### config.mk
export PLATFORM = sky130hd
export DESIGN_NAME = prio_irq_core
export DESIGN_NICKNAME = d
export VERILOG_FILES = /design/src/rtl/prio_irq_pkg.sv /design/src/rtl/irq_req_latch.sv /design/src/rtl/irq_ring_pick.sv /design/src/rtl/prio_irq_core.sv
export SDC_FILE = /design/constraint.sdc
export NUM_CORES = 1
export LEC_CHECK = 0
export BUFFER_PORTS_ARGS = -buffer_cell sky130_fd_sc_hd__buf_2
export CORE_MARGIN = 2
export CORE_UTILIZATION = 40
export CTS_BUF_LIST = sky130_fd_sc_hd__clkbuf_4
export DETAILED_ROUTE_END_ITERATION = 7
export GPL_TIMING_DRIVEN = 0
export PLACE_DENSITY_LB_ADDON = 0.12
export SKIP_CTS_REPAIR_TIMING = 1
export SKIP_LAST_GASP = 1
export SLEW_MARGIN = 20
export SYNTH_ARGS = -nofsm -noshare
export SYNTH_HDL_FRONTEND = slang
export SYNTH_SLANG_ARGS = --single-unit
### constraint.sdc
create_clock -name clk -period 7.3 [get_ports clk]
set_input_delay 1.46 -clock clk [delete_from_list [all_inputs] [get_ports clk]]
set_output_delay 1.46 -clock clk [all_outputs]
set_load 0.03 [all_outputs]
### src/rtl/prio_irq_pkg.sv
package prio_irq_pkg;
   // which in-service bit a retire command selects
   typedef enum logic [1:0] {
      RET_NONE  = 2'd0,
      RET_TOP   = 2'd1,
      RET_NAMED = 2'd2
   } retire_sel_e;
endpackage

### src/rtl/irq_req_latch.sv
module irq_req_latch #(
   parameter int unsigned N_LINES = 8
) (
   input  logic               clk,
   input  logic               rst_n,
   input  logic               level_mode,
   input  logic [N_LINES-1:0] req_in,
   input  logic [N_LINES-1:0] ack_clr,
   output logic [N_LINES-1:0] irr
);
   logic [N_LINES-1:0] prev_q;

   for (genvar i = 0; i < int'(N_LINES); i++) begin : g_line
      always_ff @(posedge clk or negedge rst_n) begin
         if (!rst_n) begin
            prev_q[i] <= 1'b0;
            irr[i]    <= 1'b0;
         end else begin
            prev_q[i] <= req_in[i];
            if (level_mode)
               irr[i] <= req_in[i] & ~ack_clr[i];
            else
               irr[i] <= (req_in[i] & ~prev_q[i]) | (irr[i] & ~ack_clr[i]);
         end
      end

      // a low line cannot create a request in edge mode
      AST_EDGE_NO_SPURIOUS: assert property (@(posedge clk) disable iff (!rst_n)
         (!level_mode && !req_in[i] && !irr[i]) |=> !irr[i]) else $error("edge capture without a rise");
      // a cleared request stays cleared while the line is held high in edge mode
      AST_EDGE_NO_RELATCH: assert property (@(posedge clk) disable iff (!rst_n)
         (!level_mode && req_in[i] && prev_q[i] && !irr[i]) |=> !irr[i]) else $error("held line re-latched");
   end
endmodule

### src/rtl/irq_ring_pick.sv
module irq_ring_pick #(
   parameter int unsigned N_LINES = 8,
   parameter int unsigned LVL_W   = 3
) (
   input  logic [N_LINES-1:0] bits,
   input  logic [LVL_W-1:0]   lowest,
   output logic               found,
   output logic [LVL_W-1:0]   level
);
   logic [LVL_W-1:0] pos;

   // walk from lowest rank upward so the highest rank overwrites last
   always_comb begin
      found = 1'b0;
      level = lowest;
      pos   = '0;
      for (int k = int'(N_LINES) - 1; k >= 0; k--) begin
         pos = lowest + LVL_W'(1) + LVL_W'(k);
         if (bits[pos]) begin
            found = 1'b1;
            level = pos;
         end
      end
   end

   always_comb begin
      AST_PICK_HIT: assert (!found || bits[level]) else $error("picked an empty level");
   end
endmodule

### src/rtl/prio_irq_core.sv
module prio_irq_core
   import prio_irq_pkg::*;
#(
   parameter int unsigned N_LINES    = 8,
   parameter int unsigned VEC_W      = 8,
   parameter int unsigned RST_LOWEST = N_LINES - 1
) (
   input  logic                       clk,
   input  logic                       rst_n,
   input  logic                       level_mode,
   input  logic [N_LINES-1:0]         req_in,
   input  logic [N_LINES-1:0]         mask,
   input  logic [VEC_W-1:0]           vec_base,
   input  logic                       inta,
   input  logic                       eoi_nonspec,
   input  logic                       eoi_spec,
   input  logic                       eoi_rot,
   input  logic [$clog2(N_LINES)-1:0] eoi_level,
   input  logic                       prio_set,
   input  logic [$clog2(N_LINES)-1:0] prio_lowest,
   input  logic                       smm_on,
   input  logic                       smm_off,
   output logic                       irq,
   output logic                       vec_valid,
   output logic [VEC_W-1:0]           vec_out,
   output logic [N_LINES-1:0]         irr_q,
   output logic [N_LINES-1:0]         isr_q
);
   localparam int unsigned LVL_W = $clog2(N_LINES);

   if (N_LINES < 2 || N_LINES != (1 << LVL_W)) begin : g_bad_lines
      $error("N_LINES must be a power of two, at least 2");
   end
   if (VEC_W <= LVL_W) begin : g_bad_vec
      $error("VEC_W must exceed the level width");
   end
   if (RST_LOWEST >= N_LINES) begin : g_bad_rst
      $error("RST_LOWEST out of range");
   end

   logic [LVL_W-1:0]   lowest_q;
   logic               smm_q;
   logic [N_LINES-1:0] pend, cand, ack_vec, isr_clr;
   logic               win_found, top_found, grant, ack;
   logic [LVL_W-1:0]   win_lvl, top_lvl, win_rank, top_rank;
   retire_sel_e        ret_sel;

   irq_req_latch #(.N_LINES(N_LINES)) i_latch (
      .clk(clk), .rst_n(rst_n), .level_mode(level_mode),
      .req_in(req_in), .ack_clr(ack_vec), .irr(irr_q)
   );

   assign pend = irr_q & ~mask;
   assign cand = smm_q ? (pend & ~isr_q) : pend;

   irq_ring_pick #(.N_LINES(N_LINES), .LVL_W(LVL_W)) i_pick_req (
      .bits(cand), .lowest(lowest_q), .found(win_found), .level(win_lvl)
   );
   irq_ring_pick #(.N_LINES(N_LINES), .LVL_W(LVL_W)) i_pick_isr (
      .bits(isr_q), .lowest(lowest_q), .found(top_found), .level(top_lvl)
   );

   // rank 0 is the level just above the lowest one
   assign win_rank = win_lvl - lowest_q - LVL_W'(1);
   assign top_rank = top_lvl - lowest_q - LVL_W'(1);

   assign grant   = win_found && (smm_q || !top_found || (win_rank < top_rank));
   assign irq     = grant;
   assign ack     = inta && grant;
   assign ack_vec = ack ? (N_LINES'(1) << win_lvl) : '0;

   always_comb begin
      if (eoi_spec)
         ret_sel = RET_NAMED;
      else if ((eoi_nonspec || eoi_rot) && top_found)
         ret_sel = RET_TOP;
      else
         ret_sel = RET_NONE;
      case (ret_sel)
         RET_NAMED: isr_clr = N_LINES'(1) << eoi_level;
         RET_TOP:   isr_clr = N_LINES'(1) << top_lvl;
         default:   isr_clr = '0;
      endcase
   end

   always_ff @(posedge clk or negedge rst_n) begin
      if (!rst_n) begin
         isr_q     <= '0;
         lowest_q  <= LVL_W'(RST_LOWEST);
         smm_q     <= 1'b0;
         vec_valid <= 1'b0;
         vec_out   <= '0;
      end else begin
         isr_q <= (isr_q & ~isr_clr) | ack_vec;
         if (prio_set)
            lowest_q <= prio_lowest;
         else if (eoi_rot && !eoi_spec && top_found)
            lowest_q <= top_lvl;
         if (smm_off)
            smm_q <= 1'b0;
         else if (smm_on)
            smm_q <= 1'b1;
         vec_valid <= ack;
         if (ack)
            vec_out <= {vec_base[VEC_W-1:LVL_W], win_lvl};
      end
   end

   AST_IRQ_NEEDS_UNMASKED: assert property (@(posedge clk) disable iff (!rst_n)
      irq |-> |(irr_q & ~mask)) else $error("irq without unmasked request");
   AST_ACK_ADDS_ONE: assert property (@(posedge clk) disable iff (!rst_n)
      (inta && irq && !eoi_nonspec && !eoi_spec && !eoi_rot) |=>
         ($countones(isr_q) == $countones($past(isr_q)) + 1)) else $error("ack did not add one level");
   AST_VEC_FROM_ACK: assert property (@(posedge clk) disable iff (!rst_n)
      vec_valid |-> $past(inta && irq)) else $error("vector without grant");
   AST_SPEC_CLEARS: assert property (@(posedge clk) disable iff (!rst_n)
      (eoi_spec && !inta) |=> !isr_q[$past(eoi_level)]) else $error("named level still in service");
   AST_ROT_LOWEST: assert property (@(posedge clk) disable iff (!rst_n)
      (eoi_rot && !eoi_spec && !prio_set && |isr_q) |=> (lowest_q == $past(top_lvl))) else $error("rotation missed");
   AST_NORMAL_BLOCK: assert property (@(posedge clk) disable iff (!rst_n)
      (!smm_q && isr_q[lowest_q + LVL_W'(1)]) |-> !irq) else $error("top-rank service did not block");
endmodule

==> results of run 1 <==
## registers in the layout, indices dropped and copies added, names as in the netlist
signal,count
i_latch.prev_q,8
smm_q,1
lowest_q,3
isr_q,8
i_latch.irr,8
vec_valid,1
vec_out,8
## cell families after synthesis
group                      after synthesis  synth area share (%)
adders and majority gates                8                  3.41
xor gates and xnor gates                13                  4.64
buffers and inverters                   33                  4.16
and+or+nand+nor                        172                  25.4
AOI/OAI and AO/OA                       88                  18.5
muxes                                   36                  16.3
DFF                                     37                  27.6
## cell usage in the layout, fill, tap and decap left out, types with 2 or more instances in the layout
cell type  synthesis  routed
a21oi_1           15      15
xnor2_1            7       6
dfstp_2            3       3
clkinv_2           0       2
a22oi_1            2       2
mux4_2            14      14
xor2_1             3       3
or2_1              4       4
buf_4              0      12
buf_1              2       2
buf_2              3      61
mux2i_4            0       2
nor2b_1           12      10
dfrtp_1           34      34
clkbuf_4           0       5
and2_1            11      10
o211ai_1           4       4
o31ai_1            3       3
ha_1               6       5
clkbuf_1          11       7
mux2i_1           11       9
a21boi_0           3       3
a2bb2oi_1          5       5
inv_1             14      14
mux2_2            11      10
a41o_1             2       2
nor2_1            24      23
a21o_1             6       6
and3_1             5       5
nand2_1           48      48
a41oi_2            0       3
nor3_1            18      17
o311a_1            2       2
a22o_1             2       2
buf_6              1       4
fa_1               2       2
nand4_1            6       6
nand2b_1           8       8
o21ai_0           22      22
nand3_1           29      29
## worst reg2reg max path, stage by stage (launching register included)
cell	delay [ns]
dfstp_2	0.56
buf_6	0.15
buf_6	0.16
inv_1	0.07
buf_4	0.21
ha_4	0.29
buf_4	0.21
inv_6	0.12
mux4_2	0.58
mux2_4	0.35
o311ai_2	0.27
o21ai_0	0.14
o31ai_1	0.27
a31o_2	0.26
buf_6	0.17
fa_1	0.43
ha_1	0.30
a21o_1	0.16
a21oi_1	0.18
nor3_2	0.09
a41oi_4	0.21
buf_4	0.17
nand2_4	0.08
clkinv_4	0.09
and3_4	0.21
or3b_1	0.35
a32o_1	0.25
## through the flow
step | setup slack [ns] | util (%) | cells | TNS [ns]
finish | 0.165 | 49.9 | 570 | 0
global route | -0.0697 | 49.9 | 570 | -0.0697
CTS | -0.888 | 47.3 | 562 | -0.888
detailed placement | -0.484 | 46.6 | 554 | -0.484
global placement | -0.499 | 46.6 | 554 | -0.499
floorplan | 0.504 | - | 387 | 0
## final cells by class
cell class              count  area share (%)
well taps                 105            3.22
clock buffers               5           0.921
flip-flops and latches     37            22.8
plain buffers              15            2.15
inverters                  16            1.72
repair buffers             72            9.60
multi-input cells         317            59.2
clock inverters             3           0.430
## layer usage
layer,track usage [%],wire length [um],vias up
met1,29.9,4290,1630
met3,2.19,432,18
li1,-,-,1584
met2,39.0,4970,112
met5,0,0,-
met4,5.60,167,0
## path summary, 6_finish.rpt
path | from | end | slack (ns) | depth (start not counted)
setup / recovery | lowest_q[0] | irq | 0.17 | 21
hold / removal | vec_out[0] | vec_out[0] | 0.50 | 2
setup reg to reg | lowest_q[0] | i_latch.irr[4] | 0.88 | 26
hold reg to reg | vec_out[0] | vec_out[0] | 0.50 | 2
max in group asynchronous | rst_n | i_latch.irr[0] | 5.59 | 1
min in group asynchronous | rst_n | vec_out[5] | 1.20 | 1
==> summary.md, run 1 <==
| Metric | Value |
|---|---|
| Status | finished clean |
| Final ANT Viol Nets | 0 |
| Post-synth EDFFs | 0 |
| Vias in the first global route | 3205 |
| Syn Nets | 435 |
| Critical path buffer and inverter count | 8 |
| CTS tree | done |
| CTS root buf | clkbuf_4 |
| Startpoint Class | register |
| DP Area | 3810 um^2 |
| CP max stage delay | 0.58 ns |
| Total Routing Usage GR | 22.4% |
| Initial antenna violation count | 0 |
| Pre-antenna DRT Iters | 5 |
| Area of the mapped netlist | 3370 um^2 |
| Setup violations, final | 0 |
| Main flop type after synthesis | dfrtp_1 |
| Synth Warn # | 0 |
| Cells after synthesis | 387 |
| CTS max path bufs | 2 |
| Syn Area/Cell | 8.71 um^2 |
| Max Cap Viol | 0 |
| CP required | 5.84 ns |
| CTS Sinks | 37 |
| Slew margin rel. | 45.4% |
| Die area | 9180 um^2 |
| WL per Instance | 17.3 um |
| Distinct cells, synth | 65 |
| Crit path max-delay family | compound AO/OA/AOI/OAI gates |
| Starting Density | 41.2% |
| Final hold viol count | 0 |
| Kind of critical path | register to output pin |
| Synth cell count leaders | 48 x nand2_1, 34 x dfrtp_1, 29 x nand3_1, 24 x nor2_1, 22 x o21ai_0 |
| Filler cells | 822 |
| Largest net degree at the start of global routing | 38 |
| Antenna Cells | 0 |
| Die Y | 95.8 um |
| Growth of design area from synthesis to finish | 20.9% |
| Minimum clock period | 7.13 ns |
| First-pass GRT wire length | 16000 um |
| Buffers on Ports | 62 |
| Final GP Congestion | 0.907 |
| Setup crit end kind | output pin |
| I/O pin cnt | 66 |
| Latest clock arrival within the worst-skew pair | 0.34 ns |
| Most used cell, CP | buf_6 |
| Crit Path Max Fanout | 12 |
| Num CTS Buffers | 5 |
| Post-synth top area cell | dfrtp_1 |
| Slew Viols, Final | 0 |
| Nets | 512 |
| Share of post-route cells with drive strength above 1 | 29.2% |
| Largest cells by area after synthesis | dfrtp_1 25%, mux4_2 9.4%, nand2_1 5.3% |
| Crit-path slowest cell | mux4_2 |
| Routed vias/inst | 5.87 |
| Seq cells post-synth | 37 |
| Synth async-reset ratio | 100% |
| Total congestion overflow | 0 |
| Tcrit/Tclk final | 97.7% |
| Worst Hold Class | register to register |
| Detailed Route Iter0 Violations | 268 |
| Residual DRC | 0 |
| CP Cell Sequence | buf_6 > buf_6 > inv_1 > buf_4 > ha_4 > buf_4 > inv_6 > mux4_2 > mux2_4 > o311ai_2 > o21ai_0 > o31ai_1 > a31o_2 > buf_6 > fa_1 > ha_1 > a21o_1 > a21oi_1 > nor3_2 > a41oi_4 > buf_6 |
| DPL Wire Length | 7600 um |
| H-tree lvl count | 2 |
| Reg area | 930 um^2 |
| Seq/Total Area, Yosys | 27.6% |
| Clock Pin Slew Worst Setup and Hold Paths | 0.12 ns |
| Final Skew | 0.00770 ns |
| Worst Max-Slew Pin Slew | 0.819 ns |
| Synth top area share | 25.2% |
| Hold Slack | 0.503 ns |
| Die width | 95.8 um |
| Max Freq | 140 MHz |
| Post-Route WL | 9860 um |
| Core area | 8180 um^2 |
| Most frequent cell after synthesis | nand2_1 |
| Multi-input logic area | 2410 um^2 |
| FP Rows | 33 |
| Total number of vias | 3344 |
| Crit path arrival time | 5.67 ns |
| Cell area after layout | 4080 um^2 |
Power of run 1 is not shown: default switching activity piles up to over one toggle a cycle in this logic, so the estimate is an artifact.
==> run 2: changes to the inputs <==
==> constraint.sdc (replaced) <==
create_clock -name clk -period 7.3 [get_ports clk]
set_input_delay 1.46 -clock clk [delete_from_list [all_inputs] [get_ports clk]]
set_output_delay 1.46 -clock clk [all_outputs]
set_load 0.02 [all_outputs]
==> run 2 against run 1 <==
  * Final area about the same
  * Global-route usage stayed put
  * Die area unchanged
  * Maximum frequency is 0.47% higher
  * Sequential share of layout area about the same
  * Critical path type unchanged
  * Largest cell class unchanged
  * Highest routed layer unchanged
==> summary.md, run 2 (synthesis results as in run 1) <==
| Metric | Value |
|---|---|
| Status | finished clean |
| Minimum clock period | 7.10 ns |
| Worst Max-Slew Pin Slew | 0.821 ns |
| CTS max path bufs | 2 |
| Critical hold path startpoint | vec_out[0] |
| Crit Path Max Fanout | 12 |
| Worst reg2reg path endpoint | i_latch.irr[4] |
| Kind of critical path | register to output pin |
| Max Cap Viol | 0 |
| Startpoint Class | register |
| Largest net degree at the start of global routing | 38 |
| Max Freq | 141 MHz |
| Cell area after layout | 4070 um^2 |
| Initial antenna violation count | 0 |
| Residual DRC | 0 |
| Slew Viols, Final | 0 |
| Worst r2r path cells | 26 |
| Total Routing Usage GR | 22.4% |
| Post-Route WL | 9850 um |
| Pre-antenna DRT Iters | 5 |
| H-tree lvl count | 2 |
| CTS Sinks | 37 |
| Final hold viol count | 0 |
| RR Startpoint | lowest_q[0] |
| Total number of vias | 3370 |
| Latest clock arrival within the worst-skew pair | 0.34 ns |
| WL per Instance | 17.3 um |
| Growth of design area from synthesis to finish | 20.8% |
| Most frequent cells in the layout | 61 x buf_2, 48 x nand2_1, 34 x dfrtp_1 |
| Die Y | 95.8 um |
| Register-to-Register Setup Slack | 0.93 ns |
| Starting Density | 41.2% |
| CTS tree | done |
| Detailed Route Iter0 Violations | 243 |
| Die area | 9180 um^2 |
| Tcrit/Tclk final | 97.3% |
| Final GP Congestion | 0.907 |
| Final Skew | 0.00786 ns |
| Filler cells | 822 |
| Hold endpoint | vec_out[0] |
| Routed vias/inst | 5.91 |
| DP Area | 3810 um^2 |
| Nets | 512 |
| Slew margin rel. | 45.2% |
| Setup crit end kind | output pin |
| FP Rows | 33 |
| CP required | 5.84 ns |
| Die width | 95.8 um |
| Total congestion overflow | 0 |
| Core area | 8180 um^2 |
| Pre-CTS setup slack | -0.451 ns |
| Num CTS Buffers | 5 |
| Crit path arrival time | 5.64 ns |
| Antenna Cells | 0 |
| First-pass GRT wire length | 16000 um |
| Hold depth | 2 |
| Commonest non-fill, non-tap cell in the layout | buf_2 |
| Worst Hold Class | register to register |
| Final ANT Viol Nets | 0 |
| DPL Wire Length | 7600 um |
| Final setup margin | 0.198 ns |
| Buffers on Ports | 62 |
| Vias in the first global route | 3205 |
| Clock Pin Slew Worst Setup and Hold Paths | 0.12 ns |
| Non-filler cells, final | 570 |
| Share of post-route cells with drive strength above 1 | 29.2% |
| CTS root buf | clkbuf_4 |
| Placed cells | 554 |
| Setup violations, final | 0 |
| I/O pin cnt | 66 |
## run 2: area by class of cell
class / instances / area, um^2 / area share (%)
multi-input cells: 317 / 2410 / 59.2
flip-flops and latches: 37 / 930 / 22.8
repair buffers: 72 / 388 / 9.52
well taps: 105 / 131 / 3.22
plain buffers: 15 / 87.6 / 2.15
inverters: 16 / 70.1 / 1.72
clock buffers: 5 / 37.5 / 0.921
clock inverters: 3 / 17.5 / 0.430
## run 2: per-layer routing
layer / up-vias / GRT usage, % / part of all wire, % / routed length [um]
met2: 123 / 39.0 / 51 / 5030
met5: - / 0 / 0 / 0
met3: 12 / 2.19 / 4.8 / 471
met1: 1648 / 29.9 / 43 / 4220
met4: 0 / 5.60 / 1.4 / 140
li1: 1587 / - / - / -
## run 2: worst max-delay path, cell delays in order, from the launching register on
cell and delay [ns]:
dfstp_2 0.56, buf_6 0.15, buf_6 0.16, inv_1 0.07
buf_4 0.21, ha_4 0.29, buf_4 0.21, inv_6 0.12
mux4_2 0.58, mux2_4 0.35, o311ai_2 0.27, o21ai_0 0.13
o31ai_1 0.25, a31o_2 0.25, buf_6 0.16, fa_1 0.43
ha_1 0.30, a21o_1 0.16, a21oi_1 0.18, nor3_2 0.09
a41oi_4 0.20, buf_4 0.17
## run 2: worst max path at each step
stage	startpoint	endpoint	slack, ns	cells after the start
2_1_floorplan	lowest_q[0]	irq	0.56	21
3_3_place_gp	lowest_q[0]	irq	-0.47	23
3_5_place_dp	lowest_q[0]	irq	-0.45	22
4_1_cts	lowest_q[0]	irq	-0.85	25
5_1_grt	lowest_q[0]	irq	-0.06	21
6_report	lowest_q[0]	irq	0.20	21
## run 2: through the flow
stage               hold slack [ns]  utilization [%]  setup TNS (ns)
CTS                           0.511             47.3          -0.855
finish                        0.503             49.8               0
floorplan                     0.496                -               0
global route                  0.533             49.8         -0.0644
detailed placement            0.478             46.6          -0.451
global placement              0.471             46.6          -0.466
Power of run 2 is left out for the same reason.
==> run 3: changes to the inputs <==
--- a/config.mk
+++ b/config.mk
@@ -6,8 +6,9 @@
 export NUM_CORES = 1
 export LEC_CHECK = 0
 export BUFFER_PORTS_ARGS = -buffer_cell sky130_fd_sc_hd__buf_2
+export CAP_MARGIN = 5
 export CORE_MARGIN = 2
-export CORE_UTILIZATION = 40
+export CORE_UTILIZATION = 35
 export CTS_BUF_LIST = sky130_fd_sc_hd__clkbuf_4
 export DETAILED_ROUTE_END_ITERATION = 7
 export GPL_TIMING_DRIVEN = 0
==> run 3 against run 2 <==
  * First-iteration DRC count fell by 16%
  * Register-to-register slack got worse by 0.03 ns
  * Final area rose by 1.5%
  * Die area rose by 14%
  * Non-clock buffer count rose by 1
  * Global-route usage fell by 2.2 points
  * Worst setup slack got worse by 0.062 ns
  * Maximum frequency fell by 0.86%
  * Sequential cell count did not move
  * Clock-buffer cell count did not move
  * Critical path type unchanged
  * Critical endpoint unchanged
==> summary.md, run 3 (synthesis results as in run 1) <==
| Metric | Value |
|---|---|
| Share of post-route cells with drive strength above 1 | 29.4% |
| Antenna Cells | 0 |
| Setup violations, final | 0 |
| CTS Sinks | 37 |
| DPL Wire Length | 8000 um |
| Worst Hold Class | register to register |
| Startpoint Class | register |
| Routed vias/inst | 5.62 |
| Status | finished clean |
| WL per Instance | 17.6 um |
| Max Freq | 140 MHz |
| I/O pin cnt | 66 |
| Nets | 513 |
| Register-to-Register Setup Slack | 0.90 ns |
| Total Routing Usage GR | 20.2% |
| Post-layout util | 44.6% |
| Die area | 10400 um^2 |
| Final ANT Viol Nets | 0 |
| Slew Viols, Final | 0 |
| Detailed Route Iter0 Violations | 205 |
| Total number of vias | 3345 |
| Crit path arrival time | 5.70 ns |
| Pre-CTS setup slack | -0.465 ns |
| Hold depth | 2 |
| Commonest non-fill, non-tap cell in the layout | buf_2 |
| Setup crit end kind | output pin |
| Starting Density | 36.3% |
| Growth of design area from synthesis to finish | 22.7% |
| Core area | 9280 um^2 |
| Pre-antenna DRT Iters | 5 |
| Worst r2r path cells | 26 |
| Crit Path Max Fanout | 12 |
| Final hold viol count | 0 |
| Initial antenna violation count | 0 |
| Tcrit/Tclk final | 98.1% |
| CTS max path bufs | 2 |
| Non-filler cells, final | 595 |
| CTS tree | done |
| Setup TNS | 0 ns |
| CP required | 5.84 ns |
| Post-Route WL | 10400 um |
| Final GP Congestion | 0.856 |
| Most frequent cells in the layout | 61 x buf_2, 48 x nand2_1, 34 x dfrtp_1 |
| Clock Pin Slew Worst Setup and Hold Paths | 0.13 ns |
| Die Y | 102 um |
| Total congestion overflow | 0 |
| First-pass GRT wire length | 16300 um |
| Die width | 102 um |
| Placed cells | 578 |
| Latest clock arrival within the worst-skew pair | 0.35 ns |
| Slew margin rel. | 41.4% |
| Buffers on Ports | 62 |
| H-tree lvl count | 2 |
| CTS root buf | clkbuf_4 |
| Worst Max-Slew Pin Slew | 0.879 ns |
| Minimum clock period | 7.16 ns |
| Final Skew | 0.00788 ns |
| Final setup margin | 0.137 ns |
| Max Cap Viol | 0 |
| Residual DRC | 0 |
| Num CTS Buffers | 5 |
| Vias in the first global route | 3213 |
| Kind of critical path | register to output pin |
| FP Rows | 35 |
| Largest net degree at the start of global routing | 38 |
run 3: changes by cell type in the layout (fill, tap and decap cells not counted), sizes merged:
cell / before / now
clkinv: 3 / 2
bufinv: 0 / 1
buf: 79 / 80
run 3: per-layer routing:
metal | global-route usage [%] | vias up | share of wire (%)
li1 | - | 1594 | -
met1 | 26.4 | 1635 | 43
met2 | 35.3 | 103 | 51
met3 | 2.46 | 13 | 4.5
met4 | 5.54 | 0 | 1.5
met5 | 0 | - | 0
run 3: final cells by class:
cell class	instances	area [um^2]
multi-input cells	317	2390
clock buffers	5	37.5
plain buffers	15	93.8
flip-flops and latches	37	930
clock inverters	3	46.3
fillers	971	5150
inverters	16	72.6
repair buffers	73	408
well taps	129	161
run 3: path summary, 6_finish.rpt:
kind                                endpoint        start
min in group asynchronous  i_latch.prev_q[5]        rst_n
min reg2reg                       vec_out[0]   vec_out[0]
max reg2reg                   i_latch.irr[4]  lowest_q[0]
max in group asynchronous         vec_out[4]        rst_n
max                                      irq  lowest_q[0]
min                               vec_out[0]   vec_out[0]
run 3: per-stage QoR:
step / hold WS (ns) / cell area [um^2]
6_report: 0.520 / 4140
4_1_cts: 0.526 / 3930
3_3_place_gp: 0.471 / 3840
3_5_place_dp: 0.492 / 3840
5_1_grt: 0.537 / 4140
2_1_floorplan: 0.496 / 3370
run 3: worst max-delay path, stage by stage (launching register included):
cell	delay, ns
dfstp_2	0.56
buf_6	0.14
buf_6	0.16
inv_1	0.08
buf_6	0.17
ha_4	0.31
buf_4	0.24
xnor3_2	0.55
a21o_1	0.25
or4_1	0.51
a21oi_1	0.18
o31ai_1	0.10
a31o_2	0.25
buf_6	0.15
fa_1	0.40
xor2_1	0.16
xnor2_1	0.16
ha_1	0.29
a21oi_1	0.06
nor3_1	0.38
a41oi_4	0.07
buf_4	0.18
Power of run 3 is left out for the same reason.
